--- src/rtl/tft_panel_pkg.sv ---
`timescale 1ns/100ps
package tft_panel_pkg;
  localparam int REG_W     = 64;
  localparam int WID_BITS  = 5;
  localparam int SPARE_BIT = 31;
  localparam int PASS_BIT  = 30;
  localparam int POL_BIT   = 29;
  localparam int FREE_BIT  = 27;

  // Bits that hold state; everything else reads as zero.
  localparam logic [REG_W-1:0] WR_MASK =
      (REG_W'(1) << SPARE_BIT) | (REG_W'(1) << PASS_BIT) |
      (REG_W'(1) << POL_BIT)   | (REG_W'(1) << FREE_BIT) |
      ((REG_W'(1) << WID_BITS) - REG_W'(1));

  // Strobes passed from the control side to the datapath.
  typedef struct packed {
    logic passThru;
    logic strobeLow;
    logic freeRun;
    logic hsPulse;
  } tftStrobe_t;
endpackage

--- src/rtl/tft_hs_stretch.sv ---
`timescale 1ns/100ps
module tft_hs_stretch #(
  parameter int CNT_W = 5
) (
  input  logic             dotClk,
  input  logic             rstN,
  input  logic             start,
  input  logic [CNT_W-1:0] width,
  output logic             pulse,
  output logic [CNT_W-1:0] count
);
  logic [CNT_W-1:0] cntQ;

  always_ff @(posedge dotClk or negedge rstN) begin
    if (!rstN)             cntQ <= '0;
    else if (start)        cntQ <= width;
    else if (cntQ != '0)   cntQ <= cntQ - 1'b1;
  end

  assign pulse = (cntQ != '0);
  assign count = cntQ;
endmodule

--- src/rtl/tft_panel_ctrl.sv ---
`timescale 1ns/100ps
module tft_panel_ctrl
  import tft_panel_pkg::*;
(
  input  logic                dotClk,
  input  logic                rstN,
  input  logic                hsyncIn,
  input  logic                regWe,
  input  logic [REG_W-1:0]    regWdata,
  output logic [REG_W-1:0]    regRdata,
  output tftStrobe_t          strobe,
  output logic                lineStart,
  output logic [WID_BITS-1:0] pulseCnt
);
  logic [REG_W-1:0] pendReg;
  logic             hsPrev;
  logic             actPass, actPol, actFree;
  logic             hsPulse;

  assign lineStart = hsyncIn & ~hsPrev;

  always_ff @(posedge dotClk or negedge rstN) begin
    if (!rstN) begin
      pendReg <= '0;
      hsPrev  <= 1'b0;
      actPass <= 1'b0;
      actPol  <= 1'b0;
      actFree <= 1'b0;
    end else begin
      hsPrev <= hsyncIn;
      if (regWe) pendReg <= regWdata & WR_MASK;
      if (lineStart) begin
        actPass <= pendReg[PASS_BIT];
        actPol  <= pendReg[POL_BIT];
        actFree <= pendReg[FREE_BIT];
      end
    end
  end

  tft_hs_stretch #(.CNT_W(WID_BITS)) u_stretch (
    .dotClk (dotClk),
    .rstN   (rstN),
    .start  (lineStart),
    .width  (pendReg[WID_BITS-1:0]),
    .pulse  (hsPulse),
    .count  (pulseCnt)
  );

  assign regRdata = pendReg;

  always_comb begin
    strobe.passThru  = actPass;
    strobe.strobeLow = actPol;
    strobe.freeRun   = actFree;
    strobe.hsPulse   = hsPulse;
  end
endmodule

--- src/rtl/tft_panel_dp.sv ---
`timescale 1ns/100ps
module tft_panel_dp
  import tft_panel_pkg::*;
#(
  parameter int PIX_W = 24
) (
  input  logic             dotClk,
  input  logic             rstN,
  input  tftStrobe_t       strobe,
  input  logic             hsyncIn,
  input  logic             deIn,
  input  logic [PIX_W-1:0] pixIn,
  output logic             hsyncOut,
  output logic             deOut,
  output logic [PIX_W-1:0] pixOut,
  output logic             shiftClk
);
  logic             deD;
  logic [PIX_W-1:0] pixD;
  logic             gateQ;

  always_ff @(posedge dotClk or negedge rstN) begin
    if (!rstN) begin
      deD  <= 1'b0;
      pixD <= '0;
    end else begin
      deD  <= deIn;
      pixD <= pixIn;
    end
  end

  // Gate is captured on the falling edge, so it only moves in the low phase.
  always_ff @(negedge dotClk or negedge rstN) begin
    if (!rstN) gateQ <= 1'b0;
    else       gateQ <= strobe.passThru | strobe.freeRun | deD;
  end

  assign shiftClk = dotClk & gateQ;

  always_comb begin
    if (strobe.passThru) begin
      hsyncOut = hsyncIn;
      deOut    = deIn;
      pixOut   = pixIn;
    end else begin
      hsyncOut = strobe.hsPulse;
      deOut    = deD ^ strobe.strobeLow;
      pixOut   = pixD;
    end
  end
endmodule

--- src/rtl/tft_panel_out.sv ---
`timescale 1ns/100ps
module tft_panel_out
  import tft_panel_pkg::*;
#(
  parameter int PIX_W = 24
) (
  input  logic             dotClk,
  input  logic             rstN,
  input  logic             hsyncIn,
  input  logic             deIn,
  input  logic [PIX_W-1:0] pixIn,
  input  logic             regWe,
  input  logic [63:0]      regWdata,
  output logic [63:0]      regRdata,
  output logic             hsyncOut,
  output logic             deOut,
  output logic [PIX_W-1:0] pixOut,
  output logic             shiftClk
);
  tftStrobe_t          strobe;
  logic                lineStart;
  logic [WID_BITS-1:0] pulseCnt;

  tft_panel_ctrl u_ctrl (
    .dotClk    (dotClk),
    .rstN      (rstN),
    .hsyncIn   (hsyncIn),
    .regWe     (regWe),
    .regWdata  (regWdata),
    .regRdata  (regRdata),
    .strobe    (strobe),
    .lineStart (lineStart),
    .pulseCnt  (pulseCnt)
  );

  tft_panel_dp #(.PIX_W(PIX_W)) u_dp (
    .dotClk   (dotClk),
    .rstN     (rstN),
    .strobe   (strobe),
    .hsyncIn  (hsyncIn),
    .deIn     (deIn),
    .pixIn    (pixIn),
    .hsyncOut (hsyncOut),
    .deOut    (deOut),
    .pixOut   (pixOut),
    .shiftClk (shiftClk)
  );
endmodule

--- config.mk ---
export PLATFORM = sky130hd
export DESIGN_NAME = tft_panel_out
export DESIGN_NICKNAME = d
export VERILOG_FILES = /design/src/rtl/tft_panel_pkg.sv /design/src/rtl/tft_hs_stretch.sv /design/src/rtl/tft_panel_ctrl.sv /design/src/rtl/tft_panel_dp.sv /design/src/rtl/tft_panel_out.sv
export SDC_FILE = /design/constraint.sdc
export NUM_CORES = 1
export LEC_CHECK = 0
export BUFFER_PORTS_ARGS = -buffer_cell sky130_fd_sc_hd__buf_2
export CAP_MARGIN = 10
export CORE_AREA = 2 2 92 72
export CTS_CLUSTER_SIZE = 12
export DETAILED_ROUTE_END_ITERATION = 12
export DIE_AREA = 0 0 94 74
export GPL_TIMING_DRIVEN = 0
export PLACE_DENSITY = 0.85
export SKIP_CTS_REPAIR_TIMING = 1
export SYNTH_ARGS = -nofsm -noshare
export SYNTH_HDL_FRONTEND = slang
export SYNTH_HIERARCHICAL = 1
export SYNTH_SLANG_ARGS = --single-unit
--- constraint.sdc ---
create_clock -name dotClk -period 1.8 [get_ports dotClk]
set_clock_uncertainty 0.2 [all_clocks]
set_input_delay 0.09 -clock dotClk [delete_from_list [all_inputs] [get_ports dotClk]]
set_output_delay 0.09 -clock dotClk [all_outputs]
set_load 0.02 [all_outputs]
=== Yosys cells after proc, flatten, opt, wreduce, memory -nomap -nowiden ===
Index checks and enable logic that the tools add are counted.

* Output and inout bits: 91
* Word-level logic and storage cells: 23
* Flip-flop bits (word level): 44
* Input bits: 93

* Add/sub/neg operators: 1
* Reduce and logical (&&, ||, !) cells: 2
* Bitwise gates (word level): 6
* Multiplexer cells: 5

{| class="wikitable"
|+ Operator list
! cell !! count
|-
| 2-to-1 mux 24 bit || 1
|-
| 2-to-1 mux 5 bit || 2
|-
| nonzero test 5 bit || 1
|-
| subtractor 5 x 1 -> 5 bit (second input constant) || 1
|-
| AND 1 bit || 2
|-
| 2-to-1 mux 1 bit || 2
|-
| OR 1 bit || 2
|-
| nonzero test 2 bit || 1
|-
| inverter 1 bit || 1
|-
| XOR 1 bit || 1
|}

=== Longest topological paths before layout ===
Gate-level depths: netlist of the first run.

* Depth after elaboration: 3
* Gate-level depth with buffers: 6
* Gate-level depth less buffers: 5

=== Modules after synthesis ===
The synthesis of the first run kept the hierarchy.

{| class="wikitable"
|+ By module, submodules not included
! module !! times used !! area an instance (um^2) !! cells each !! seq. area each (um^2)
|-
| tft_panel_dp || 1 || 1,081.0 || 59 || 650.6
|-
| tft_panel_ctrl || 1 || 939.7 || 88 || 325.3
|-
| tft_hs_stretch || 1 || 280.3 || 27 || 125.1
|}

==> results.sh, run 1 <==
export IMPL_crit_chain="and2_4 > buf_6"
export IMPL_endpoint_kind="primary output"
export IMPL_num_io_pins=184
export IMPL_synth_area_per_cell_um2=13.22
export IMPL_routed_via_density=3.894
export IMPL_route_detailed_drc=0
export IMPL_grt_overflow=0
export IMPL_syn_area_um2=2301
export IMPL_powerDensity_nw_per_um2=958.9
export IMPL_cp_top_family="flip-flops"
export IMPL_worstMarginPinSlew_ps=974.5
export IMPL_max_cap_violations=0
export IMPL_status="finished with violations"
export IMPL_ant_nets=0
export IMPL_portBuffers=72
export IMPL_dr_total_vias=1733
export IMPL_routedWlPerCell_um=12.44
export IMPL_worst_setup_path_start_kind="flop"
export IMPL_setup_viol_count_final=29
export IMPL_first_global_vias=1386
export IMPL_rows=25
export IMPL_path_class="reg -> out"
export IMPL_final_nets=457
export IMPL_ir_worst_vdd_v=0.0005724
export IMPL_ys_seq_elements=44
export IMPL_finalWorstSetupSlack_ps=-427.8
export IMPL_dieArea_um2=6956
export IMPL_required_ps=1510
export IMPL_arrival_ps=1940
export IMPL_antenna_cells=0
export IMPL_clkTransAtPathRegs_ps=80
export IMPL_grt_first_pass_wirelength_um=6513
export IMPL_drt_pass1_iterations=4
export IMPL_nFillCells=456
export IMPL_slew_viol_final=0
export IMPL_core_um2=6100
export IMPL_grt_start_max_net_pins=45
export IMPL_grt_usage_pct=12.45
export IMPL_critical_path_max_fanout=1
export IMPL_relSlewSlack_pct=35.03
export IMPL_yosysSeqAreaShare_pct=47.85
export IMPL_place_hpwl_um=3203
export IMPL_violations="hold timing, setup timing"
export IMPL_hp_class="in -> async"
export IMPL_dp_cells=381
export IMPL_wl_um=5535
export IMPL_antenna_found_initial=0
export IMPL_synth_cell_types=22
export IMPL_hold_violations=43
export IMPL_syn_to_final_growth_pct=69.22
export IMPL_syn_inst=174
export IMPL_p_leak_nw=2.028
export IMPL_gp_congestion=0.6657
export IMPL_cpPeakStageDelay_ps=390
export IMPL_drive_above_1_share_pct=55.22
export IMPL_clk_latency_ps=400
export IMPL_path_buf_inv=1
export IMPL_cts_tree="built"
export IMPL_crit_slowest_cell="dfrtn_1"
export IMPL_rsz0062_at_grt="yes"
export IMPL_layout_common_cells="buf_4 (60), conb_1 (55), buf_2 (45)"
export IMPL_holdWs_ps=-358.1
export IMPL_die_w_um=94
export IMPL_utilization_pct=63.84
export IMPL_final_common_cell="buf_4"
export IMPL_die_h_um=74
export IMPL_drt_iter0_drc=39
export IMPL_initial_utilization_pct=37.72
export IMPL_final_cells=445
export IMPL_yosysWarningCount=6
==> worst register-to-register path, delay by kind of cell, from the launching register on <==
kind                   cells  cell delay, ps
DFF                        1             380
and+or+nand+nor            1             350
buffers and inverters      1             120
==> state kept, by name, summed over array words and instances, names as in the netlist <==
name / cells
u_ctrl/actFree: 1
u_ctrl/actPass: 1
u_ctrl/actPol: 1
u_ctrl/hsPrev: 1
u_ctrl/regRdata: 9
u_ctrl/u_stretch/count: 5
u_dp/deD: 1
u_dp/gateQ: 1
u_dp/pixD: 24
==> routing by layer <==
layer  share of wire (%)  global-route usage, %
met3                 8.3                  5.978
met1                  37                  14.63
met4                 1.3                  5.153
met5                   0                      0
met2                  54                  19.84
==> power breakdown <==
group | internal (mW) | switching (mW) | total (mW)
Combinational | 0.853 | 0.653 | 1.51
Clock | 0.618 | 0.408 | 1.03
Sequential | 1.11 | 0.0948 | 1.20
Total | 2.58 | 1.16 | 3.73
==> kinds of logic after synthesis <==
kind of cell / after synthesis / share of synthesized area (%)
simple gates: 10 / 3.208
flops: 44 / 47.85
compound gates: 6 / 1.631
buf+inv: 69 / 22.95
xor+xnor: 4 / 1.522
other cells: 1 / 0.1630
mux: 39 / 22.13
fa+ha+maj: 1 / 0.5437
==> through the flow <==
step | worst slack [ps] | power (mW) | setup TNS [ps] | cell area, µm²
floorplan | -398.2 | 2.112 | -398.2 | 2511
global placement | -424.9 | 2.349 | -716.5 | 2973
detailed placement | -427.6 | 2.382 | -828.9 | 2973
CTS | -641.7 | 3.326 | -4678 | 3122
global route | -500.3 | 3.965 | -7034 | 3894
finish | -427.8 | 3.734 | -5480 | 3894
==> cells in the mapped netlist <==
cell / count / area (µm²)
inv_1: 4 / 15.01
buf_4: 59 / 442.9
buf_1: 1 / 3.750
conb_1: 1 / 3.750
mux2_2: 19 / 214.0
buf_6: 2 / 22.52
inv_2: 1 / 3.750
xnor2_1: 4 / 35.03
ha_1: 1 / 12.51
mux2i_1: 1 / 10.01
and2_1: 1 / 6.260
nor3_1: 1 / 5.000
o21ai_0: 3 / 15.01
dfrtp_1: 43 / 1076
nand2b_4: 1 / 13.76
dfrtn_1: 1 / 25.02
or3_1: 1 / 6.260
o31ai_1: 3 / 22.52
nand2_1: 5 / 18.77
buf_12: 2 / 40.04
nor4b_4: 1 / 23.77
mux2_4: 19 / 285.3
==> final cells by class <==
cell class,instances,area (µm²),area share (%)
Multi-Input combinational cell,115,915.9,23.52
Sequential cell,44,1101,28.28
Clock buffer,10,125.1,3.213
Buffer,62,481.7,12.37
Inverter,5,18.77,0.4820
Tap cell,81,101.3,2.603
Clock inverter,2,35.03,0.8997
Timing Repair Buffer,126,1115,28.63
==> worst paths after layout <==
kind	from	to	slack [ps]	cells past startpoint
max	u_dp/gateQ$_DFF_NN0_	shiftClk	-430	2
min reg2reg	u_ctrl/regRdata[3]$_DFFE_PN0P_	u_ctrl/u_stretch/count[3]$_DFFE_PN0P_	320	2
max in group asynchronous	rstN	u_dp/gateQ$_DFF_NN0_	370	1
min	rstN	u_ctrl/regRdata[30]$_DFFE_PN0P_	-360	1
min in group dotClk	pixIn[21]	u_dp/pixD[21]$_DFF_PN0_	140	2
max reg2reg	u_ctrl/actFree$_DFFE_PN0P_	u_dp/gateQ$_DFF_NN0_	-300	2
(Power assumes the default switching activity.)
==> run 2, diff against run 1 <==
--- a/config.mk
+++ b/config.mk
@@ -12,7 +12,7 @@
 export DETAILED_ROUTE_END_ITERATION = 12
 export DIE_AREA = 0 0 94 74
 export GPL_TIMING_DRIVEN = 0
-export PLACE_DENSITY = 0.85
+export PLACE_DENSITY = 0.88
 export SKIP_CTS_REPAIR_TIMING = 1
 export SYNTH_ARGS = -nofsm -noshare
 export SYNTH_HDL_FRONTEND = slang
==> run 2 against run 1 <==
Net effect: critical path depth is the same; sequential share of layout area grew 0.52 points; largest power group unchanged; routed wire length grew 5.0%; die area is the same; highest routed layer unchanged; worst hold slack gained 2.9 ps; the flow still finishes with violations (hold timing, setup timing); register-to-register slack is essentially flat; utilization shrank 1.1 points; design area shrank 1.8%; clock power shrank 16%; clock-buffer cell count shrank 1.
==> results.sh, run 2 (synthesis results as in run 1) <==
export IMPL_violations="hold timing, setup timing"
export IMPL_clockPowerShare_pct=24.2
export IMPL_final_cells=444
export IMPL_core_um2=6100
export IMPL_drt_iter0_drc=31
export IMPL_grt_usage_pct=12.72
export IMPL_clk_latency_ps=390
export IMPL_grt_overflow=0
export IMPL_gp_congestion=0.6970
export IMPL_holdWs_ps=-355.2
export IMPL_drt_pass1_iterations=3
export IMPL_relSlewSlack_pct=34.36
export IMPL_arrival_ps=1930
export IMPL_layout_common_cells="buf_4 (64), conb_1 (55), buf_2 (50)"
export IMPL_die_w_um=94
export IMPL_required_ps=1510
export IMPL_worstMarginPinSlew_ps=984.6
export IMPL_largest_reg_flops=24
export IMPL_powerDensity_nw_per_um2=939.9
export IMPL_dr_total_vias=1734
export IMPL_path_class="reg -> out"
export IMPL_hold_violations=43
export IMPL_route_detailed_drc=0
export IMPL_final_common_cell="buf_4"
export IMPL_drive_above_1_share_pct=55.65
export IMPL_crit_end="shiftClk"
export IMPL_reg2reg_to="u_dp/gateQ$_DFF_NN0_"
export IMPL_seqPwrFrac_pct=33.5
export IMPL_antenna_found_initial=0
export IMPL_endpoint_kind="primary output"
export IMPL_wl_um=5810
export IMPL_slew_viol_final=0
export IMPL_antenna_cells=0
export IMPL_setup_viol_count_final=27
export IMPL_first_global_vias=1355
export IMPL_ant_nets=0
export IMPL_switching_share_pct=32.28
export IMPL_initial_utilization_pct=37.72
export IMPL_rsz0062_at_grt="yes"
export IMPL_worst_setup_path_start_kind="flop"
export IMPL_hp_class="in -> async"
export IMPL_rows=25
export IMPL_max_cap_violations=0
export IMPL_cts_tree="built"
export IMPL_dp_cells=381
export IMPL_status="finished with violations"
export IMPL_die_h_um=74
export IMPL_ir_worst_vdd_v=0.0005580
export IMPL_internal_power_mw=2.434
export IMPL_r2r_setup_slack_ps=-310
export IMPL_num_io_pins=184
export IMPL_dieArea_um2=6956
export IMPL_p_comb_share_pct=42.3
export IMPL_routed_via_density=3.905
export IMPL_worstRegToRegCells=2
export IMPL_clkTransAtPathRegs_ps=80
export IMPL_place_hpwl_um=3353
export IMPL_routedWlPerCell_um=13.09
export IMPL_power_switching_mw=1.160
export IMPL_top_register="u_dp/pixD"
export IMPL_crit_start="u_dp/gateQ$_DFF_NN0_"
export IMPL_critical_path_max_fanout=1
export IMPL_finalWorstSetupSlack_ps=-416.4
export IMPL_grt_first_pass_wirelength_um=6486
export IMPL_final_nets=457
export IMPL_grt_start_max_net_pins=45
export IMPL_portBuffers=72
export IMPL_post_place_ws_ps=-465.8
export IMPL_p_leak_nw=1.996
export IMPL_syn_to_final_growth_pct=66.18
export IMPL_r2r_start="u_ctrl/actFree$_DFFE_PN0P_"
## run 2: worst min path at each step
stage               from                              end  slack, ps  cells after the start
2_1_floorplan       rstN       u_ctrl/actFree$_DFFE_PN0P_       -410                      0
3_3_place_gp   pixIn[23]          u_dp/pixD[23]$_DFF_PN0_          9                      1
3_5_place_dp   pixIn[21]          u_dp/pixD[21]$_DFF_PN0_         10                      1
4_1_cts         pixIn[2]           u_dp/pixD[2]$_DFF_PN0_       -400                      1
5_1_grt             rstN  u_ctrl/regRdata[31]$_DFFE_PN0P_       -290                      1
6_report            rstN  u_ctrl/regRdata[31]$_DFFE_PN0P_       -360                      1
## run 2: worst max-delay path: stages (launching register included)
cell	delay, ps
dfrtn_1	380
and2_4	130
buf_6	110
## run 2: power by group through the flow
stage,logic [mW],registers [mW],clock network (mW)
detailed placement,1.11,1.22,0.0600
finish,1.52,1.20,0.870
global placement,1.08,1.21,0.0600
floorplan,0.847,1.22,0.0433
global route,1.63,1.22,0.983
CTS,1.11,1.20,0.858
## run 2: metal layers
| metal | vias to the layer above | global-route usage [%] | routed length (µm) |
|---|---|---|---|
| met5 | - | 0 | 0 |
| met4 | 0 | 4.026 | 50 |
| met3 | 7 | 7.396 | 402 |
| met2 | 79 | 20.79 | 3275 |
| met1 | 810 | 14.23 | 2081 |
| li1 | 838 | - | - |
## run 2: stage by stage
stage | hold WS (ps) | power [mW] | area [µm²] | util (%) | TNS, ps
floorplan | -405.6 | 2.112 | 2511 | - | -398.2
global placement | 9.283 | 2.345 | 2973 | 48.74 | -729.0
detailed placement | 12.91 | 2.383 | 2973 | 48.74 | -842.8
CTS | -403.3 | 3.166 | 3095 | 50.75 | -4222
global route | -289.3 | 3.825 | 3824 | 62.69 | -5314
finish | -355.2 | 3.594 | 3824 | 62.69 | -3351
## run 2: area by class of cell
class / count / area, µm²
clock buffers: 9 / 121.4
repair buffers: 126 / 1070
fillers: 455 / 2276
plain buffers: 62 / 494.2
inverters: 5 / 18.77
clock inverters: 2 / 12.51
well taps: 81 / 101.3
flip-flops and latches: 44 / 1101
multi-input cells: 115 / 904.6
==> run 3, diff against run 2 <==
--- a/config.mk
+++ b/config.mk
@@ -13,6 +13,7 @@
 export DIE_AREA = 0 0 94 74
 export GPL_TIMING_DRIVEN = 0
 export PLACE_DENSITY = 0.88
+export REMOVE_ABC_BUFFERS = 1
 export SKIP_CTS_REPAIR_TIMING = 1
 export SYNTH_ARGS = -nofsm -noshare
 export SYNTH_HDL_FRONTEND = slang
==> run 3 against run 2 <==
Net effect: the run still ends with hold timing, setup timing left; sequential share of layout area rose by 4.4 points; total power down 1.9%; non-clock buffer count fell by 60; combinational power is 16% lower; die area unchanged; routed wire length fell by 20%; global-route usage fell by 1.1 points; flip-flop and latch count unchanged; clock power is 18% higher; final cell count down 13%; largest cell class is now registers; via count is 11% lower.
==> results.sh, run 3 (synthesis results as in run 1) <==
export IMPL_met1Wirelength_um=1770
export IMPL_die_h_um=74
export IMPL_hp_class="in -> async"
export IMPL_violations="hold timing, setup timing"
export IMPL_setup_viol_count_final=23
export IMPL_crit_chain="and2_4 > buf_6"
export IMPL_die_w_um=94
export IMPL_drt_iter0_drc=38
export IMPL_power_mw=3.526
export IMPL_gp_congestion=0.6149
export IMPL_route_detailed_drc=0
export IMPL_top_register="u_dp/pixD"
export IMPL_status="finished with violations"
export IMPL_rows=25
export IMPL_crit_slowest_cell="dfrtn_1"
export IMPL_relSlewSlack_pct=35.47
export IMPL_antenna_found_initial=0
export IMPL_met3_length_um=367
export IMPL_critical_path_max_fanout=1
export IMPL_path_class="reg -> out"
export IMPL_ir_worst_vdd_v=0.0004684
export IMPL_num_io_pins=184
export IMPL_max_cap_violations=0
export IMPL_met2_length_um=2450
export IMPL_finalSetupTns_ps=-5622
export IMPL_ant_nets=0
export IMPL_routedWlPerCell_um=12.08
export IMPL_drt_pass1_iterations=3
export IMPL_powerDensity_nw_per_um2=1059
export IMPL_grt_first_pass_wirelength_um=6044
export IMPL_clkTransAtPathRegs_ps=90
export IMPL_required_ps=1510
export IMPL_syn_to_final_growth_pct=44.64
export IMPL_slew_viol_final=0
export IMPL_grt_overflow=0
export IMPL_hold_violations=43
export IMPL_dp_cells=319
export IMPL_dr_total_vias=1548
export IMPL_layout_common_cells="buf_2 (56), conb_1 (55), dlygate4sd3_1 (44)"
export IMPL_place_hpwl_um=2902
export IMPL_finalWorstSetupSlack_ps=-428.6
export IMPL_cpPeakStageDelay_ps=390
export IMPL_dieArea_um2=6956
export IMPL_core_um2=6100
export IMPL_portBuffers=73
export IMPL_holdWs_ps=-358.6
export IMPL_arrival_ps=1940
export IMPL_drive_above_1_share_pct=46.71
export IMPL_antenna_cells=0
export IMPL_grt_start_max_net_pins=45
export IMPL_top_layer="met4"
export IMPL_routed_via_density=4.021
export IMPL_worstMarginPinSlew_ps=968.0
export IMPL_final_common_cell="buf_2"
export IMPL_grt_usage_pct=11.66
export IMPL_worst_setup_path_start_kind="flop"
export IMPL_initial_utilization_pct=37.72
export IMPL_endpoint_kind="primary output"
export IMPL_clk_latency_ps=400
export IMPL_largest_reg_flops=24
export IMPL_cts_tree="built"
export IMPL_p_leak_nw=1.658
export IMPL_rsz0062_at_grt="yes"
export IMPL_final_nets=397
export IMPL_final_cells=385
export IMPL_wl_um=4649
export IMPL_first_global_vias=1292
## run 3: cell types whose count changed in the layout (fill, tap and decap cells not counted), moves of 2 or more
cell | before | now
buf_12 | 4 | 1
buf_6 | 24 | 21
buf_2 | 50 | 56
buf_4 | 64 | 5
clkbuf_16 | 2 | 0
## run 3: metrics by stage
step                instance area, µm²  util (%)  setup WS (ps)
floorplan                         1994         -         -738.9
global placement                  2461     40.35         -955.8
detailed placement                2489     40.80         -626.1
CTS                               2641     43.30         -625.3
global route                      3328     54.56         -475.3
finish                            3328     54.56         -428.6
## run 3: critical path, delay by kind of cell, from the launching register on
kind                   cells  cell delay, ps
and+or+nand+nor            1             140
DFF                        1             390
buffers and inverters      1             110
## run 3: power by group
| group | leakage (nW) | switching (mW) | internal [mW] |
|---|---|---|---|
| logic | 1.06 | 0.586 | 0.694 |
| clock network | 0.0864 | 0.416 | 0.617 |
| registers | 0.513 | 0.102 | 1.11 |
| total | 1.66 | 1.10 | 2.42 |
## run 3: final cells by class
cell class	instances	area, µm²
Tap cell	81	101.3
Inverter	5	18.77
Clock inverter	3	42.54
Timing Repair Buffer	128	1046
Fill cell	523	2771
Sequential cell	44	1105
Clock buffer	9	121.4
Multi-Input combinational cell	115	893.4
## run 3: routing by layer
layer	vias up	GRT usage, %
li1	717	-
met1	746	13.36
met2	79	18.81
met3	6	6.180
met4	0	4.348
met5	-	0
## run 3: worst paths after layout
kind,startpoint,cells after the start,slack [ps],endpoint
max,u_dp/gateQ$_DFF_NN0_,2,-430,shiftClk
min in group dotClk,pixIn[2],2,140,u_dp/pixD[2]$_DFF_PN0_
min reg2reg,u_ctrl/regRdata[3]$_DFFE_PN0P_,2,320,u_ctrl/u_stretch/count[3]$_DFFE_PN0P_
max in group asynchronous,rstN,1,360,u_dp/gateQ$_DFF_NN0_
min,rstN,1,-360,u_ctrl/regRdata[29]$_DFFE_PN0P_
max reg2reg,u_ctrl/actPass$_DFFE_PN0P_,1,-270,u_dp/gateQ$_DFF_NN0_
